`config.mk`:
```
export PLATFORM = sky130hd
export DESIGN_NAME = xpt_serial_loader
export DESIGN_NICKNAME = d
export VERILOG_FILES = /design/src/rtl/xpt_cfg_pkg.sv /design/src/rtl/xpt_shift_chain.sv /design/src/rtl/xpt_latch_ctrl.sv /design/src/rtl/xpt_out_slot.sv /design/src/rtl/xpt_serial_loader.sv
export SDC_FILE = /design/constraint.sdc
export NUM_CORES = 1
export LEC_CHECK = 0
export ABC_AREA = 1
export ABC_CLOCK_PERIOD_IN_PS = 2000
export BUFFER_PORTS_ARGS = -buffer_cell sky130_fd_sc_hd__buf_2
export CAP_MARGIN = 20
export CORE_AREA = 2 2 131 82
export DETAILED_ROUTE_END_ITERATION = 6
export DIE_AREA = 0 0 133 84
export GPL_TIMING_DRIVEN = 0
export PLACE_DENSITY = 0.63
export SYNTH_ARGS = -nofsm -noshare
export SYNTH_HDL_FRONTEND = slang
export SYNTH_SLANG_ARGS = --single-unit
export TNS_END_PERCENT = 50
```
`constraint.sdc`:
```
create_clock -name clk -period 2 [get_ports clk]
set_input_delay 0.2 -clock clk [delete_from_list [all_inputs] [get_ports clk]]
set_output_delay 0.2 -clock clk [all_outputs]
set_load 0.005 [all_outputs]
```
`src/rtl/xpt_cfg_pkg.sv`:
```
package xpt_cfg_pkg;
  localparam int SEL_W  = 3;
  localparam int CODE_W = SEL_W + 1;

  localparam logic [CODE_W-1:0] CMD_GND = 4'b1000;
  localparam logic [CODE_W-1:0] CMD_ON  = 4'b1001;
  localparam logic [CODE_W-1:0] CMD_OFF = 4'b1010;

  // A control code (top bit set) is legal only up to the disable code.
  function automatic logic code_ok(input logic [CODE_W-1:0] c);
    return !c[CODE_W-1] || (c[SEL_W-1:0] <= CMD_OFF[SEL_W-1:0]);
  endfunction
endpackage

```
`src/rtl/xpt_shift_chain.sv`:
```
module xpt_shift_chain
  import xpt_cfg_pkg::*;
#(
  parameter int N_OUT = 8
) (
  input  logic                      clk,
  input  logic                      rst_n,
  input  logic                      acc_i,
  input  logic                      bit_i,
  output logic [N_OUT*CODE_W-1:0]   word_o,
  output logic                      casc_o
);
  localparam int FRAME_W = N_OUT * CODE_W;

  logic [FRAME_W-1:0] sr_q;

  always_ff @(posedge clk or negedge rst_n) begin
    if (!rst_n)     sr_q <= '0;
    else if (acc_i) sr_q <= {sr_q[FRAME_W-2:0], bit_i};
  end

  assign word_o = sr_q;
  assign casc_o = sr_q[FRAME_W-1];
endmodule

```
`src/rtl/xpt_latch_ctrl.sv`:
```
module xpt_latch_ctrl
  import xpt_cfg_pkg::*;
#(
  parameter int N_OUT = 8
) (
  input  logic                      clk,
  input  logic                      rst_n,
  input  logic                      latch_i,
  input  logic                      edge_mode,
  input  logic [N_OUT*CODE_W-1:0]   word_i,
  output logic                      load_o,
  output logic                      err_o
);
  localparam int FRAME_W = N_OUT * CODE_W;

  logic             prev_q;
  logic             err_q;
  logic             strobe;
  logic [N_OUT-1:0] field_ok;

  generate
    for (genvar k = 0; k < N_OUT; k++) begin : g_chk
      assign field_ok[k] = code_ok(word_i[FRAME_W-1-k*CODE_W -: CODE_W]);
    end
  endgenerate

  assign strobe = edge_mode ? (latch_i && !prev_q) : !latch_i;
  assign load_o = strobe && (&field_ok);

  always_ff @(posedge clk or negedge rst_n) begin
    if (!rst_n) begin
      prev_q <= 1'b1;
      err_q  <= 1'b0;
    end else begin
      prev_q <= latch_i;
      if (strobe) err_q <= !(&field_ok);
    end
  end

  assign err_o = err_q;
endmodule

```
`src/rtl/xpt_out_slot.sv`:
```
module xpt_out_slot
  import xpt_cfg_pkg::*;
(
  input  logic              clk,
  input  logic              rst_n,
  input  logic              load_i,
  input  logic [CODE_W-1:0] code_i,
  output logic [SEL_W-1:0]  sel_o,
  output logic              gnd_o,
  output logic              en_o
);
  logic [CODE_W-1:0] code_q;
  logic              en_q;

  always_ff @(posedge clk or negedge rst_n) begin
    if (!rst_n) begin
      code_q <= CMD_GND;
      en_q   <= 1'b0;
    end else if (load_i) begin
      code_q <= code_i;
      if (code_i == CMD_ON)       en_q <= 1'b1;
      else if (code_i == CMD_OFF) en_q <= 1'b0;
    end
  end

  assign gnd_o = code_q[CODE_W-1];
  assign sel_o = code_q[CODE_W-1] ? '0 : code_q[SEL_W-1:0];
  assign en_o  = en_q;
endmodule

```
`src/rtl/xpt_serial_loader.sv`:
```
module xpt_serial_loader
  import xpt_cfg_pkg::*;
#(
  parameter int N_OUT = 8
) (
  input  logic                   clk,
  input  logic                   rst_n,
  input  logic                   cs,
  input  logic                   cs_n,
  input  logic                   s_valid,
  output logic                   s_ready,
  input  logic                   s_bit,
  output logic                   casc_bit,
  input  logic                   latch_i,
  input  logic                   edge_mode,
  output logic [N_OUT*SEL_W-1:0] sel_o,
  output logic [N_OUT-1:0]       gnd_o,
  output logic [N_OUT-1:0]       en_o,
  output logic                   err_o
);
  localparam int FRAME_W = N_OUT * CODE_W;

  logic               accept;
  logic               load;
  logic [FRAME_W-1:0] word;

  assign s_ready = cs && !cs_n;
  assign accept  = s_valid && s_ready;

  xpt_shift_chain #(.N_OUT(N_OUT)) u_chain (
    .clk    (clk),
    .rst_n  (rst_n),
    .acc_i  (accept),
    .bit_i  (s_bit),
    .word_o (word),
    .casc_o (casc_bit)
  );

  xpt_latch_ctrl #(.N_OUT(N_OUT)) u_ctrl (
    .clk       (clk),
    .rst_n     (rst_n),
    .latch_i   (latch_i),
    .edge_mode (edge_mode),
    .word_i    (word),
    .load_o    (load),
    .err_o     (err_o)
  );

  generate
    for (genvar k = 0; k < N_OUT; k++) begin : g_slot
      xpt_out_slot u_slot (
        .clk    (clk),
        .rst_n  (rst_n),
        .load_i (load),
        .code_i (word[FRAME_W-1-k*CODE_W -: CODE_W]),
        .sel_o  (sel_o[k*SEL_W +: SEL_W]),
        .gnd_o  (gnd_o[k]),
        .en_o   (en_o[k])
      );
    end
  endgenerate
endmodule

```
==> out/results.txt <==
setup ws final - 0.261 ns
gr ovfl total - 0
dpl ws - 0.292 ns
crit path DAT - 1.96 ns
layout cells sized above 1 - 26.6%
Sink Count - 74
endpoints failing setup - 0
status - complete, no violations
clock slew seen by the registers of the worst setup and hold paths - 0.05 ns
Max Transition Viols Final - 0
CP most frequent cell - nand2_2
register bit total from synthesis - 74
GRT Util Overall - 15.4%
first-pass GRT wire length - 13200 um
Max-slew headroom - 70.5%
Synth Flop Type - dfrtp_1
CP endpoint kind - register
kind of critical path - input port to register
TNS Setup - 0 ns
vias per inst - 4.49
nets - 495
number of flops mapped to enable cells by yosys - 0
worst path cell trace - dlygate4sd3_1, buf_2, or2_1, nand2_2, nand2_2, nor2_8, nand2_2, buf_6, buf_6, nand2_1, o21ai_2
Die Width - 133 um
clk buf depth - 2
Layout area overhead - 20.8%
Synth cell types - 22
most frequent cell after synthesis - nand2_1
Switch Pwr - 0.00159 W
# rows - 29
Gate power share - 26.1%
1st-pass router iterations - 4
ranking of synthesized cells by area - dfrtp_1, nand2_1, dfstp_2, inv_1, o21ai_2
area of the multi-input gates - 1210 sq um
crit path buf inv count - 4
post-synthesis cell area - 3530 sq um
Die ar. - 11200 sq um
final wirelength - 8030 um
CP Data Required Time - 2.22 ns
RSZ-0062 raised after global routing - false
slowest stage delay, CP - 0.53 ns
# IOs - 51
die height - 84 um
largest net degree at the start of global routing - 64
Mean Syn Cell Area - 8.35 sq um
pwr dens - 1140 nW/um^2
placed cell area - 3990 sq um
starting density of the core - 34.9%
Synthesized Nets - 431
vias post-DR - 2834
vias in the first global route - 2645
sum of net half-perimeters after detailed placement - 5770 um
Layout fillers - 1044
Clock Power Share - 29.8%
Num CTS Buffers - 9
fmax - 0.575 GHz
final worst path period need - 1.74 ns
Synth Instances - 423
Setup Skew - 0.00458 ns
ys async rst share - 100%
Max H-tree Level - 3
design area - 4270 sq um
CTS tree - built
most instantiated cells after synthesis - nand2_1, dfrtp_1, inv_1, nor2_1, o21ai_0
Tcrit/Tclk final - 87.0%
Max Cap Violations - 0
root buffer cell - clkbuf_16
DRC viols - 0
Hold/Removal Path Class - input port to register
Ant. Diodes - 0
Worst Setup Start Kind - input port
Slowest-stage cell, CP - dlygate4sd3_1
initial detailed-routing violation count - 226
DR WL/cell - 12.7 um
final hold violation count - 0
share of the synthesized area in the top cell type - 46.0%
I/O Buffers - 50
Sw Ratio - 32.6%
post-route ant nets - 0
post-CTS setup buffers - 0
Crit path max-delay family - buffers and inverters
Synth area leader - dfrtp_1
Seq pwr share - 44.1%
CP max FO - 10
Int Pwr - 0.00329 W
core footprint - 10100 sq um
worst skew pair latency - 0.34 ns
Max IR drop VDD - 0.000458 V
Sequential Area - 1860 sq um
Min Hold Slack - 0.126 ns
routability cong. - 0.835
Slew @ Worst Pin - 0.443 ns
synth warn - 0
sequential share of the synthesized area - 52.7%
antenna violations before repair - 0
P_leak - 2.20 nW
==> power groups by stage <==
stage	registers [W]	logic, W	clock network [W]
detailed placement	0.00218	0.00129	0
finish	0.00216	0.00127	0.00145
CTS	0.00216	0.00130	0.00149
floorplan	0.00210	0.000866	0
global placement	0.00216	0.00126	0
global route	0.00221	0.00146	0.00157
==> final timing paths <==
kind | endpoint | startpoint | slack (ns) | cells after the start
min | u_chain.word_o[0] | s_bit | 0.13 | 3
max reg2reg | g_slot[4].u_slot.code_q[0] | u_chain.word_o[22] | 0.31 | 10
min reg2reg | g_slot[4].u_slot.code_q[2] | g_slot[4].u_slot.code_q[2] | 0.48 | 2
max in group asynchronous | g_slot[6].u_slot.code_q[3] | rst_n | 1.14 | 3
min in group asynchronous | g_slot[0].u_slot.code_q[1] | rst_n | 0.25 | 2
max | g_slot[4].u_slot.code_q[0] | latch_i | 0.26 | 11
==> layout by cell type (no fill, tap or decap) <==
cell / instances
dfrtp_1: 65
o21ai_2: 23
o21a_1: 1
dlygate4sd3_1: 2
buf_6: 6
nand3b_1: 1
buf_4: 17
nor2_1: 34
nand2_2: 3
nor2_8: 1
o21ai_0: 31
inv_2: 8
buf_16: 1
dfstp_2: 9
o21ai_1: 9
or2_1: 1
nand3_1: 21
clkbuf_1: 12
clkbuf_8: 1
buf_2: 52
a21oi_1: 3
nand4_1: 8
clkbuf_16: 9
nor2_2: 1
nand2_1: 118
inv_1: 55
==> state kept, by name (all words and copies together) (netlist names) <==
signal                cells
u_ctrl.err_o              1
u_chain.word_o           32
u_ctrl.prev_q             1
g_slot.u_slot.code_q     32
g_slot.u_slot.en_o        8
==> per-layer routing <==
metal,vias to the layer above,GRT usage [%],wire length [um]
li1,1426,-,-
met1,1335,22.5,4150
met2,63,21.7,3340
met3,10,4.74,433
met4,0,4.99,106
met5,-,0,0
==> kinds of logic after synthesis <==
logic type | Yosys count | share of synthesized area, %
compound gates | 67 | 12.0
buf+inv | 94 | 13.1
flops | 74 | 52.7
simple gates | 188 | 22.2
==> per-stage QoR <==
stage	total power (W)	util, %	std cells
after floorplan	0.00297	-	423
after global routing	0.00523	42.2	631
final	0.00488	42.2	631
after CTS	0.00495	42.2	631
after detailed placement	0.00347	39.4	613
after global placement	0.00342	39.1	612
==> tightest hold or removal path: cells and delay by family <==
kind	cells	cell delay (ns)
AO/OA/AOI/OAI	1	0.10
buffers and inverters	1	0.08
AND/OR/NAND/NOR	1	0.04
==> layout make-up <==
| class | count | share of cell area (%) |
|---|---|---|
| Sequential cell | 74 | 43.6 |
| Multi-Input combinational cell | 255 | 28.3 |
| Timing Repair Buffer | 53 | 7.03 |
| Clock buffer | 16 | 6.13 |
| Inverter | 63 | 5.54 |
| Buffer | 31 | 5.28 |
| Tap cell | 139 | 4.07 |
==> timing repair <==
item	in CTS	in global routing
hold endpoints to repair	12	0
hold buffers	2	0
gates resized for setup	0	0
Power figures use the tool's default switching activity.
